File: src/rtl/sio_cfg_pkg.sv
package sio_cfg_pkg;
  localparam int NUM_UNITS     = 3;
  localparam int GPIO_SLOT     = 0;
  localparam int PINS_PER_PORT = 8;

  // bank slot order; slot GPIO_SLOT is the pin-bearing unit
  localparam logic [NUM_UNITS-1:0][7:0] UNIT_IDS = {8'h0E, 8'h0D, 8'h07};

  localparam logic [7:0] IDX_UNIT_SEL = 8'h07;
  localparam logic [7:0] IDX_ID       = 8'h20;
  localparam logic [7:0] IDX_CHIP_CFG = 8'h21;
  localparam logic [7:0] IDX_ACT      = 8'h30;
  localparam logic [7:0] IDX_BASE_HI  = 8'h60;
  localparam logic [7:0] IDX_BASE_LO  = 8'h61;
  localparam logic [7:0] IDX_PIN_SEL  = 8'hF0;
  localparam logic [7:0] IDX_PIN_CFG  = 8'hF1;
  localparam logic [7:0] IDX_PIN_EVT  = 8'hF2;

  localparam logic [7:0] READ_FILL = 8'hFF;

  typedef struct packed {
    logic idxWr;
    logic idxRd;
    logic dataWr;
    logic dataRd;
  } cfgStrobe_t;
endpackage

File: src/rtl/sio_cfg_ctrl.sv
module sio_cfg_ctrl
  import sio_cfg_pkg::*;
#(
  parameter logic [7:0] CMD_ADDR_A = 8'h2E,
  parameter logic [7:0] CMD_ADDR_B = 8'h4E
) (
  input  logic       clk,
  input  logic       rstN,
  input  logic       altBase,
  input  logic [7:0] busAddr,
  input  logic [7:0] busWrData,
  input  logic       busWr,
  input  logic       busRd,
  output cfgStrobe_t strobe,
  output logic [7:0] index,
  output logic       rdValid
);
  logic [7:0] cmdAddr;
  logic [7:0] dataAddr;
  logic       hitCmd;
  logic       hitData;

  assign cmdAddr  = altBase ? CMD_ADDR_B : CMD_ADDR_A;
  assign dataAddr = cmdAddr + 8'd1;
  assign hitCmd   = (busAddr == cmdAddr);
  assign hitData  = (busAddr == dataAddr);

  always_comb begin
    strobe.idxWr  = busWr & hitCmd;
    strobe.idxRd  = busRd & hitCmd;
    strobe.dataWr = busWr & hitData;
    strobe.dataRd = busRd & hitData;
  end

  always_ff @(posedge clk) begin
    if (!rstN) begin
      index   <= 8'h00;
      rdValid <= 1'b0;
    end else begin
      if (strobe.idxWr) index <= busWrData;
      rdValid <= strobe.idxRd | strobe.dataRd;
    end
  end
endmodule

File: src/rtl/sio_cfg_datapath.sv
module sio_cfg_datapath
  import sio_cfg_pkg::*;
#(
  parameter logic [7:0]  ID_VALUE        = 8'hE9,
  parameter logic [7:0]  CHIP_CFG_RESET  = 8'h01,
  parameter logic [15:0] GPIO_BASE_RESET = 16'h0680,
  parameter int          NUM_PORTS       = 4
) (
  input  logic       clk,
  input  logic       rstN,
  input  cfgStrobe_t strobe,
  input  logic [7:0] index,
  input  logic [7:0] wrData,
  output logic [7:0] rdData
);
  localparam int PORT_W   = $clog2(NUM_PORTS);
  localparam int PIN_W    = PORT_W + 3;
  localparam int NUM_PINS = NUM_PORTS * PINS_PER_PORT;
  localparam int SLOT_W   = $clog2(NUM_UNITS);

  logic [7:0] unitSel;
  logic [7:0] chipCfg;
  logic [7:0] unitAct    [NUM_UNITS];
  logic [7:0] unitBaseHi [NUM_UNITS];
  logic [7:0] unitBaseLo [NUM_UNITS];
  logic [7:0] pinCfgMem  [NUM_PINS];
  logic [7:0] pinEvtMem  [NUM_PINS];

  logic [3:0] pinPort;
  logic [2:0] pinBit;

  logic              slotHit;
  logic [SLOT_W-1:0] slotIdx;
  logic              gpioSel;
  logic              portOk;
  logic [PIN_W-1:0]  pinIdx;

  // unit lookup
  always_comb begin
    slotHit = 1'b0;
    slotIdx = '0;
    for (int u = 0; u < NUM_UNITS; u++) begin
      if (unitSel == UNIT_IDS[u]) begin
        slotHit = 1'b1;
        slotIdx = SLOT_W'(u);
      end
    end
  end

  assign gpioSel = slotHit && (slotIdx == SLOT_W'(GPIO_SLOT));
  assign portOk  = int'(pinPort) < NUM_PORTS;
  assign pinIdx  = {pinPort[PORT_W-1:0], pinBit};

  // write decode
  logic wrUnit, wrChip, wrAct, wrHi, wrLo, wrPinSel, wrCfg, wrEvt;

  always_comb begin
    wrUnit   = 1'b0;
    wrChip   = 1'b0;
    wrAct    = 1'b0;
    wrHi     = 1'b0;
    wrLo     = 1'b0;
    wrPinSel = 1'b0;
    wrCfg    = 1'b0;
    wrEvt    = 1'b0;
    if (strobe.dataWr) begin
      case (index)
        IDX_UNIT_SEL: wrUnit   = 1'b1;
        IDX_CHIP_CFG: wrChip   = 1'b1;
        IDX_ACT:      wrAct    = slotHit;
        IDX_BASE_HI:  wrHi     = slotHit;
        IDX_BASE_LO:  wrLo     = slotHit;
        IDX_PIN_SEL:  wrPinSel = gpioSel;
        IDX_PIN_CFG:  wrCfg    = gpioSel & portOk;
        IDX_PIN_EVT:  wrEvt    = gpioSel & portOk;
        default: ;
      endcase
    end
  end

  // chip-level registers and pin selector
  always_ff @(posedge clk) begin
    if (!rstN) begin
      unitSel <= UNIT_IDS[GPIO_SLOT];
      chipCfg <= CHIP_CFG_RESET;
      pinPort <= 4'h0;
      pinBit  <= 3'h0;
    end else begin
      if (wrUnit) unitSel <= wrData;
      if (wrChip) chipCfg <= wrData;
      if (wrPinSel) begin
        pinPort <= wrData[7:4];
        pinBit  <= wrData[2:0];
      end
    end
  end

  // per-unit banks
  for (genvar u = 0; u < NUM_UNITS; u++) begin : g_unit
    localparam bit         IS_GPIO = (u == GPIO_SLOT);
    localparam logic [7:0] ACT_RST = IS_GPIO ? 8'h01 : 8'h00;
    localparam logic [7:0] HI_RST  = IS_GPIO ? GPIO_BASE_RESET[15:8] : 8'h00;
    localparam logic [7:0] LO_RST  = IS_GPIO ? GPIO_BASE_RESET[7:0] : 8'h00;
    logic thisSlot;
    assign thisSlot = (slotIdx == SLOT_W'(u));
    always_ff @(posedge clk) begin
      if (!rstN) begin
        unitAct[u]    <= ACT_RST;
        unitBaseHi[u] <= HI_RST;
        unitBaseLo[u] <= LO_RST;
      end else begin
        if (wrAct && thisSlot) unitAct[u]    <= wrData;
        if (wrHi  && thisSlot) unitBaseHi[u] <= wrData;
        if (wrLo  && thisSlot) unitBaseLo[u] <= wrData;
      end
    end
  end

  // per-pin storage
  for (genvar p = 0; p < NUM_PINS; p++) begin : g_pin
    logic thisPin;
    assign thisPin = (pinIdx == PIN_W'(p));
    always_ff @(posedge clk) begin
      if (!rstN) begin
        pinCfgMem[p] <= 8'h00;
        pinEvtMem[p] <= 8'h00;
      end else begin
        if (wrCfg && thisPin) pinCfgMem[p] <= wrData;
        if (wrEvt && thisPin) pinEvtMem[p] <= wrData;
      end
    end
  end

  // read mux
  logic [7:0] rdNext;

  always_comb begin
    rdNext = READ_FILL;
    if (strobe.idxRd) begin
      rdNext = index;
    end else begin
      case (index)
        IDX_ID:       rdNext = ID_VALUE;
        IDX_UNIT_SEL: rdNext = unitSel;
        IDX_CHIP_CFG: rdNext = chipCfg;
        IDX_ACT:      if (slotHit) rdNext = unitAct[slotIdx];
        IDX_BASE_HI:  if (slotHit) rdNext = unitBaseHi[slotIdx];
        IDX_BASE_LO:  if (slotHit) rdNext = unitBaseLo[slotIdx];
        IDX_PIN_SEL:  if (gpioSel) rdNext = {pinPort, 1'b0, pinBit};
        IDX_PIN_CFG:  if (gpioSel && portOk) rdNext = pinCfgMem[pinIdx];
        IDX_PIN_EVT:  if (gpioSel && portOk) rdNext = pinEvtMem[pinIdx];
        default: ;
      endcase
    end
  end

  always_ff @(posedge clk) begin
    if (!rstN) begin
      rdData <= 8'h00;
    end else if (strobe.idxRd || strobe.dataRd) begin
      rdData <= rdNext;
    end
  end
endmodule

File: src/rtl/sio_cfg_port.sv
module sio_cfg_port
  import sio_cfg_pkg::*;
#(
  parameter logic [7:0]  CMD_ADDR_A      = 8'h2E,
  parameter logic [7:0]  CMD_ADDR_B      = 8'h4E,
  parameter logic [7:0]  ID_VALUE        = 8'hE9,
  parameter logic [7:0]  CHIP_CFG_RESET  = 8'h01,
  parameter logic [15:0] GPIO_BASE_RESET = 16'h0680,
  parameter int          NUM_PORTS       = 4
) (
  input  logic       clk,
  input  logic       rstN,
  input  logic       altBase,
  input  logic [7:0] busAddr,
  input  logic [7:0] busWrData,
  input  logic       busWr,
  input  logic       busRd,
  output logic [7:0] busRdData,
  output logic       busRdValid
);
  cfgStrobe_t strobe;
  logic [7:0] index;

  sio_cfg_ctrl #(
    .CMD_ADDR_A(CMD_ADDR_A),
    .CMD_ADDR_B(CMD_ADDR_B)
  ) u_ctrl (
    .clk      (clk),
    .rstN     (rstN),
    .altBase  (altBase),
    .busAddr  (busAddr),
    .busWrData(busWrData),
    .busWr    (busWr),
    .busRd    (busRd),
    .strobe   (strobe),
    .index    (index),
    .rdValid  (busRdValid)
  );

  sio_cfg_datapath #(
    .ID_VALUE       (ID_VALUE),
    .CHIP_CFG_RESET (CHIP_CFG_RESET),
    .GPIO_BASE_RESET(GPIO_BASE_RESET),
    .NUM_PORTS      (NUM_PORTS)
  ) u_datapath (
    .clk   (clk),
    .rstN  (rstN),
    .strobe(strobe),
    .index (index),
    .wrData(busWrData),
    .rdData(busRdData)
  );
endmodule

File: config.mk
export PLATFORM = sky130hd
export DESIGN_NAME = sio_cfg_port
export DESIGN_NICKNAME = d
export VERILOG_FILES = /design/src/rtl/sio_cfg_pkg.sv /design/src/rtl/sio_cfg_ctrl.sv /design/src/rtl/sio_cfg_datapath.sv /design/src/rtl/sio_cfg_port.sv
export SDC_FILE = /design/constraint.sdc
export NUM_CORES = 1
export LEC_CHECK = 0
export ABC_CLOCK_PERIOD_IN_PS = 5800
export CORE_UTILIZATION = 45
export CTS_BUF_LIST = sky130_fd_sc_hd__clkbuf_4 sky130_fd_sc_hd__clkbuf_8
export DETAILED_ROUTE_END_ITERATION = 6
export DONT_BUFFER_PORTS = 1
export HOLD_SLACK_MARGIN = 0.1
export SLEW_MARGIN = 10
export SYNTH_ARGS = -nofsm -noshare
export SYNTH_HDL_FRONTEND = slang
export SYNTH_SLANG_ARGS = --single-unit
File: constraint.sdc
create_clock -name clk -period 5.8 [get_ports clk]
set_clock_uncertainty 0.15 [all_clocks]
set_input_delay 1.45 -clock clk [delete_from_list [all_inputs] [get_ports clk]]
set_output_delay 1.45 -clock clk [all_outputs]
set_load 0.03 [all_outputs]
After elaboration in Yosys (flattened, before gate mapping)
Memories as Yosys holds them, arrays and structs flattened. A register that Yosys moved wholly into a read port is not among the register bits.
Cells that the tools add are included.
{ "word_totals": {"ff_bits": 40, "mem_bits_rw": 584, "inputBits": 21, "mem_count": 5} }
{ "op_classes": {"addsub": 1, "n_lt_le_gt_ge": 1, "n_eq_ne": 47, "mux": 327, "bitwise_logic": 79, "reduce_logical": 78} }
{ "mem_list": {"columns": ["memory", "depth", "width", "rd", "rd_ports_with_merged_regs", "write_ports", "line_no", "rtl"], "rows": [
  ["u_datapath.pinCfgMem", 32, 8, 1, 1, 32, "sio_cfg_datapath.sv:26", "logic [7:0] pinCfgMem [NUM_PINS];"],
  ["u_datapath.pinEvtMem", 32, 8, 1, 1, 32, "sio_cfg_datapath.sv:27", "logic [7:0] pinEvtMem [NUM_PINS];"],
  ["u_datapath.unitAct", 3, 8, 1, 0, 3, "sio_cfg_datapath.sv:23", "logic [7:0] unitAct [NUM_UNITS];"],
  ["u_datapath.unitBaseHi", 3, 8, 1, 0, 3, "sio_cfg_datapath.sv:24", "logic [7:0] unitBaseHi [NUM_UNITS];"],
  ["u_datapath.unitBaseLo", 3, 8, 1, 0, 3, "sio_cfg_datapath.sv:25", "logic [7:0] unitBaseLo [NUM_UNITS];"]
]} }
{ "ops": {"columns": ["operator", "count"], "rows": [
  ["8-bit 2-to-1 mux", 80],
  ["1-bit 2-to-1 mux", 240],
  ["5-bit == test (second input constant)", 16],
  ["1-bit logical AND", 75],
  ["1-bit OR", 74],
  ["8-bit one-hot mux with 9 select lines", 1],
  ["5-bit by 4-bit == test with 1-bit output (second input constant)", 8],
  ["8-bit by 6-bit == test with 1-bit output (second input constant)", 3],
  ["8-bit == test (second input constant)", 3],
  ["5-bit by 3-bit == test with 1-bit output (second input constant)", 4],
  ["5-bit 2-to-1 mux", 4],
  ["8-bit by 3-bit == test with 1-bit output (second input constant)", 2],
  ["8-bit by 4-bit == test with 1-bit output (second input constant)", 2],
  ["8-bit by 7-bit == test with 1-bit output (second input constant)", 2],
  ["8-bit == test", 2],
  ["5-bit by 2-bit == test with 1-bit output (second input constant)", 2],
  ["8-bit by 1-bit adder with 8-bit output (second input constant)", 1],
  ["7-bit 2-to-1 mux", 1],
  ["1-bit bitwise AND", 5],
  ["5-bit by 1-bit == test with 1-bit output (second input constant)", 1],
  ["5-bit zero test", 1],
  ["4-bit by 3-bit < comparator with 1-bit output (second input constant)", 1],
  ["2-bit by 1-bit == test with 1-bit output (second input constant)", 1],
  ["2-bit == test (second input constant)", 1],
  ["other kinds (3)", 3]
]} }

Longest topological paths before layout
Gate-level depths: netlist (run 1).
{ "depth": {"ltp_word": 13, "ltp_mapped": 12} }

Cells and area by module
From an unflattened synthesis (run 1), not the netlist that was laid out.
{ "hier_totals": {"cells_unflattened": 2292, "hier_area_um2": 29863.6} }
{ "by_module_without_submodules": {"columns": ["module", "instances", "cells_per_inst", "area_each_um2", "seq_area_each_um2"], "rows": [
  ["sio_cfg_datapath", 1, 2245, 29427.0, 18257.5],
  ["sio_cfg_ctrl", 1, 47, 436.7, 180.2]
]} }

Least setup slack after synthesis (run 1)
No wires, ideal clock.
{ "synth_timing": {"kind": "in2reg", "start": "in altBase", "end": "mem u_datapath.pinCfgMem[13][0], enable pin", "setup_time_ns": 0.384, "arrival_ns": 3.860, "slack_ns": 1.406, "cell_stages": 7, "path_buffers": 1, "path_cell_list": "or3b_1 > a2111oi_4 > nand3_2 > nor3_2 > nand3_1 > clkbuf_1 > o21ai_0"} }
{ "synth_rtl": {"columns": ["element", "line_no", "rtl"], "rows": [
  ["start: declaration", "sio_cfg_port.sv:13", "input logic altBase,"],
  ["end: declaration", "sio_cfg_datapath.sv:26", null]
]} }

==> flow_summary.yaml, run 1 <==
clocking:
  postCtsSetupRepairBufs: 0
  cts_sinks: 629
  cts.hold.buffers_added: 0
  clk_pin_slew_worst_paths_ns: 0.06
  cts_bufs_inserted: 104
  cts_tree: "built"
  cts.repair.resized: 0
  root_buffer: "sky130_fd_sc_hd__clkbuf_8"
  cts_max_path_bufs: 3
  clkLatencyLatePin_ns: 0.70
  clock_tree.htree_level_count: 3
logic_synthesis:
  asyncSetResetFlopFracSynth_pct: 0
  post_synth.cell_area_avg_um2: 13.4
  synth_xor_xnor_area_share_pct: 0.0297
  synth-seq-area-share_pct: 62.5
  synthSimpleGateAreaFrac_pct: 18.2
  synth_top_family_by_area: "simple AND/OR/NAND/NOR gates"
  syn_inst: 2196
  netlist-cell-type-count: 73
  yosys_warnings: 0
  yosys_most_used_dff: "sky130_fd_sc_hd__edfxtp_1"
  synth.ff_latch_count: 629
  synthesis.nets: 2217
  yosys-mux-area-fraction_pct: 10.8
  synth-edff-count: 584
  post_synth_fa_ha_maj_area_fraction_pct: 0
  synthesis.area_mm2: 0.0295
  synth-compound-area-share_pct: 6.10
job:
  timing.max_cap.violations: 0
placed_design:
  dp.final_hpwl_um: 51300
  placed_instance_area_mm2: 0.0306
  gp_congestion: 0.895
  dp_slack_ns: 0.962
  buffer_ports.inserted: 0
global_route:
  grt.overflow.total: 0
  first_global_vias: 18611
  initial_antenna_violation_count: 5
  grt_first_pass_wirelength_um: 121000
  groute.usage.overall_pct: 24.6
  grt_max_degree: 90
setup_path:
  worst_setup_path_start_kind: "input port"
  path_max_fanout: 8
  worst_path_required_time_ns: 6.06
  worstPathArrival_ns: 4.41
  setup.worst_path.end_class: "register"
  critical_path_class: "input port to register"
  worst_r2r_path_depth: 8
pwr:
  p_leak_uw: 0.0109
  irDropWorstVdd_v: 0.000140
  power_density_mw_per_mm2: 289
  design_power_total_uw: 9470
drt:
  drc: 1
  route.detailed.wl_per_inst_um: 25.8
  postRouteWirelength_um: 81900
  drtIter0Drc: 2230
  vias: 18620
  vias_per_cell: 5.86
  detail_route.first_pass.iterations: 7
  route.antenna.remaining_nets: 0
floorplanning:
  die_height_um: 258
  std_cell_rows: 93
  die_area_mm2: 0.0666
  die_w_um: 258
  start_util_pct: 45.7
  top_level_ports: 30
  design.core.area_mm2: 0.0646
finish:
  final_common_cell: "sky130_fd_sc_hd__and2_1"
  design_area_mm2: 0.0328
  drive_gt1_share_pct: 16.7
  most_used_cells_in_the_layout_excluding_fill_and_tap_cells: "sky130_fd_sc_hd__and2_1 (588), sky130_fd_sc_hd__edfxtp_1 (584), sky130_fd_sc_hd__nor2_1 (129)"
  area_growth_syn_to_layout_pct: 11.1
  finalNetCount: 2255
sta:
  endpoints_failing_hold: 0
  clock.fmax_mhz: 241
  unrepaired_setup_endpoints_after_global_routing: "false"
  slew_violations: 0
  fin_worst_hold_slack_ns: 0.346
  totalNegativeSetupSlack_ns: 0
  setup_violations: 0
  final_period_minus_worst_setup_slack_ns: 4.15
  worst-slew-pin-transition_ns: 1.37
  final_critical_path_setup_slack_ns: 1.65
  final.period_utilization_pct: 71.6
  slew_headroom_pct: 8.68
min_path:
  hold_class: "register to register"
  hold_depth: 2
status:
  status: "finished with violations"
  violated_checks: "DRC"
layer usage:
metal	wire, um	global-route usage [%]
met1	34500	33.3
met2	38200	38.8
met3	6890	5.75
met4	2350	9.01
met5	13	0
final timing paths:
kind	start	endpoint	slack (ns)
max reg2reg	register	u_datapath.rdData[3]	1.87
min reg2reg	u_datapath.chipCfg[6]	u_datapath.chipCfg[6]	0.35
max	altBase	u_datapath.unitBaseHi[2][2]	1.65
min	u_datapath.chipCfg[6]	u_datapath.chipCfg[6]	0.35
area by class of cell:
type,count,area [um^2]
diodes,1,2.50
clock inverters,39,255
clock buffers,154,1880
inverters,4,15.0
flip-flops and latches,629,18400
fillers,5571,31800
well taps,855,1070
multi-input cells,1399,10400
repair buffers,96,746
sequential cells by signal, indices dropped and copies added, names as in the netlist, 3 cells and up, named ones only:
| name | flops |
|---|---|
| u_datapath.unitBaseHi | 24 |
| u_datapath.pinEvtMem | 256 |
| u_datapath.unitSel | 8 |
| u_datapath.pinBit | 3 |
| u_datapath.pinPort | 4 |
| u_datapath.unitAct | 24 |
| u_ctrl.index | 8 |
| u_datapath.rdData | 8 |
| u_datapath.chipCfg | 8 |
| u_datapath.pinCfgMem | 256 |
| u_datapath.unitBaseLo | 24 |
cells by family after synthesis:
| kind of cell | Yosys count |
|---|---|
| buffers and inverters | 168 |
| xor gates and xnor gates | 1 |
| DFF | 629 |
| and+or+nand+nor | 932 |
| AOI/OAI and AO/OA | 271 |
| muxes | 195 |
synth_stat cells, drive strengths merged (11+ instances only):
| library cell | count | share of area, % |
|---|---|---|
| nand2 | 84 | 1.1 |
| nand3 | 21 | 0.37 |
| nand2b | 12 | 0.25 |
| a22oi | 19 | 0.48 |
| edfxtp | 584 | 59 |
| clkbuf | 131 | 1.7 |
| and2 | 589 | 12 |
| o21ai | 114 | 1.9 |
| nor3 | 21 | 0.39 |
| a21oi | 21 | 0.36 |
| a31oi | 22 | 0.47 |
| a221oi | 25 | 0.74 |
| dfxtp | 45 | 3.1 |
| nor2b | 13 | 0.28 |
| nor2 | 132 | 1.7 |
| buf | 33 | 0.68 |
| or3 | 11 | 0.23 |
| mux4 | 98 | 7.5 |
| mux2i | 97 | 3.3 |
worst max-delay path: stages:
cell	delay (ns)
sky130_fd_sc_hd__or3b_1	0.40
sky130_fd_sc_hd__a2111oi_4	0.52
sky130_fd_sc_hd__nand3_2	0.32
sky130_fd_sc_hd__nor4_1	0.77
sky130_fd_sc_hd__nand2_1	0.36
sky130_fd_sc_hd__o21ai_0	0.36
sky130_fd_sc_hd__buf_4	0.23
power breakdown:
group / total [uW] / internal, uW / switching (uW)
clock network: 4000 / 2200 / 1800
logic: 263 / 107 / 157
registers: 5210 / 5140 / 67.4
total: 9470 / 7450 / 2020
per-stage QoR:
stage | cells | utilization, %
6_report | 3177 | 50.7
5_1_grt | 3177 | 50.7
4_1_cts | 3176 | 50.7
2_1_floorplan | 2196 | -
3_3_place_gp | 2983 | 47.4
3_5_place_dp | 2983 | 47.4
Power figures use the tool's default switching activity.
==> inputs of run 2 (changes only) <==
- ABC_CLOCK_PERIOD_IN_PS: 5800 -> 4000
- clock period: 5.8 -> 4 ns (I/O delays scaled with it)
==> run 2 against run 1 <==
  * The flow now finishes without violations
  * Combinational power rose by 44%
  * Count of clock-buffer cells in the layout fell by 14
  * Core utilization rose by 0.32 points
  * Flip-flop and latch count did not move
  * Cell count rose by 1.3%
  * Non-clock buffer count rose by 39
  * Critical path depth did not move
==> flow_summary.yaml, run 2 (synthesis results as in run 1) <==
status:
  status: "complete, no violations"
finish:
  drive_gt1_share_pct: 17.8
  stdcell_count: 3218
  final_common_cell: "sky130_fd_sc_hd__and2_1"
  finalNetCount: 2295
  area_growth_syn_to_layout_pct: 11.8
  largestRegisters: "u_datapath.pinCfgMem (256), u_datapath.pinEvtMem (256)"
  most_used_cells_in_the_layout_excluding_fill_and_tap_cells: "sky130_fd_sc_hd__and2_1 (588), sky130_fd_sc_hd__edfxtp_1 (584), sky130_fd_sc_hd__buf_4 (131)"
sta:
  totalNegativeSetupSlack_ns: 0
  setup_violations: 0
  clock.fmax_mhz: 274
  slew_violations: 0
  final_critical_path_setup_slack_ns: 0.351
  final.period_utilization_pct: 91.2
  worst-slew-pin-transition_ns: 0.997
  fin_worst_hold_slack_ns: 0.218
  final_period_minus_worst_setup_slack_ns: 3.65
  unrepaired_setup_endpoints_after_global_routing: "false"
  endpoints_failing_hold: 0
  slew_headroom_pct: 32.8
min_path:
  worst_hold_launch: "rstN"
  hold_class: "input port to register"
  hold_path_end: "u_datapath.unitSel[0]"
  hold_depth: 1
pwr:
  power.combinational.fraction_pct: 2.8
  p_leak_uw: 0.0111
  p_sw_uw: 3040
  irDropWorstVdd_v: 0.000209
  p_int_uw: 10500
  switching_share_pct: 22.5
  power.share.clock_pct: 41.3
  p_seq_share_pct: 55.9
  power_density_mw_per_mm2: 411
setup_path:
  path_max_fanout: 20
  rr_endpoint: "u_datapath.rdData[1]"
  startpoint: "u_datapath.unitSel[7]"
  reg2reg_setup_slack_ns: 0.35
  worstPathArrival_ns: 4.12
  worst_path_required_time_ns: 4.47
  critical_path_class: "register to register"
  max_stage_delay_ns: 0.78
  setup.worst_path.end_class: "register"
  worst_r2r_startpoint: "u_datapath.unitSel[7]"
  critPathSlowestCell: "sky130_fd_sc_hd__nand3_1"
  worst_setup_path_start_kind: "register"
  worst_r2r_path_depth: 7
  critical_path.most_common_cell: "sky130_fd_sc_hd__nor4b_2"
  crit_path_cell_trace: "nor4b_2 > nand3_1 > nand2_1 > a31oi_1 > or4_1 > nor4b_2 > o21ai_1"
floorplanning:
  die_area_mm2: 0.0666
  std_cell_rows: 93
  design.core.area_mm2: 0.0646
  die_w_um: 258
  start_util_pct: 45.7
  top_level_ports: 30
  die_height_um: 258
placed_design:
  gp_congestion: 0.878
  place.detailed.instances: 3022
  dp.final_hpwl_um: 52800
  buffer_ports.inserted: 0
  dp_slack_ns: 0.185
clocking:
  clk_pin_slew_worst_paths_ns: 0.06
  cts_sinks: 629
  postCtsSetupRepairBufs: 0
  cts_max_path_bufs: 3
  cts_bufs_inserted: 105
  cts.hold.buffers_added: 0
  cts.repair.resized: 0
  clock_tree.htree_level_count: 3
  root_buffer: "sky130_fd_sc_hd__clkbuf_8"
  cts_tree: "built"
  clkLatencyLatePin_ns: 0.74
global_route:
  grt.overflow.total: 0
  grt_max_degree: 90
  grt_first_pass_wirelength_um: 124000
  initial_antenna_violation_count: 2
  first_global_vias: 18653
  groute.usage.overall_pct: 25.5
drt:
  drc: 0
  detail_route.first_pass.iterations: 7
  postRouteWirelength_um: 84200
  drtIter0Drc: 2615
  vias: 18972
  route.antenna.remaining_nets: 0
  vias_per_cell: 5.90
  route.detailed.wl_per_inst_um: 26.2
job:
  timing.max_cap.violations: 0
-- run 2: changes by cell type in the layout (fill, tap and decap cells not counted) --
cell,previous run,this run
sky130_fd_sc_hd__buf_12,2,4
sky130_fd_sc_hd__buf_4,94,131
sky130_fd_sc_hd__bufinv_16,3,1
sky130_fd_sc_hd__clkbuf_4,39,31
sky130_fd_sc_hd__clkbuf_8,115,109
sky130_fd_sc_hd__clkinv_1,22,28
sky130_fd_sc_hd__clkinv_2,11,21
sky130_fd_sc_hd__clkinvlp_4,3,1
sky130_fd_sc_hd__diode_2,1,2
sky130_fd_sc_hd__inv_6,1,2
sky130_fd_sc_hd__inv_8,0,2
-- run 2: worst max-delay path by stage --
stage	endpoint	slack, ns	depth (start not counted)
finish	u_datapath.rdData[1]	0.35	7
global route	u_datapath.rdData[1]	0.23	7
detailed placement	u_datapath.pinEvtMem[30][0]	0.18	9
floorplan	u_datapath.pinCfgMem[13][0]	0.06	7
global placement	u_datapath.pinCfgMem[5][0]	0.14	8
CTS	u_datapath.rdData[1]	0.39	7
-- run 2: layout make-up --
cell class	instances	area [um^2]
clock buffers	140	1730
inverters	4	15.0
multi-input cells	1399	10400
repair buffers	135	1060
flip-flops and latches	629	18400
diodes	2	5.00
fillers	5599	31600
well taps	855	1070
clock inverters	54	284
-- run 2: power groups by stage --
stage / Combinational, uW / Clock [uW] / Sequential (uW)
after detailed placement: 376 / 0 / 7710
final: 380 / 5600 / 7570
after global routing: 404 / 5940 / 7600
after global placement: 369 / 0 / 7700
after floorplan: 282 / 0 / 7640
after CTS: 378 / 5660 / 7570
-- run 2: stage by stage --
step                      util [%]  total power (uW)  cell area, um^2
after global routing          51.1             13900            33000
after detailed placement      47.9              8080            31000
after global placement        47.9              8070            31000
final                         51.1             13600            33000
after CTS                     51.1             13600            33000
after floorplan                  -              7930            29500
-- run 2: critical path, delay by kind of cell, from the launching register on --
kind	cells	cell delay [ns]
AO/OA/AOI/OAI	2	0.25
flip-flops	1	0.40
AND/OR/NAND/NOR	5	2.73
-- run 2: per-layer routing --
metal	up-vias	global-route usage, %	part of all wire, %	wire (um)
li1	8296	-	-	-
met1	9634	36.2	43	36300
met2	882	39.0	46	38300
met3	160	4.87	8.3	7000
met4	0	9.30	3.0	2530
met5	-	0	0	0
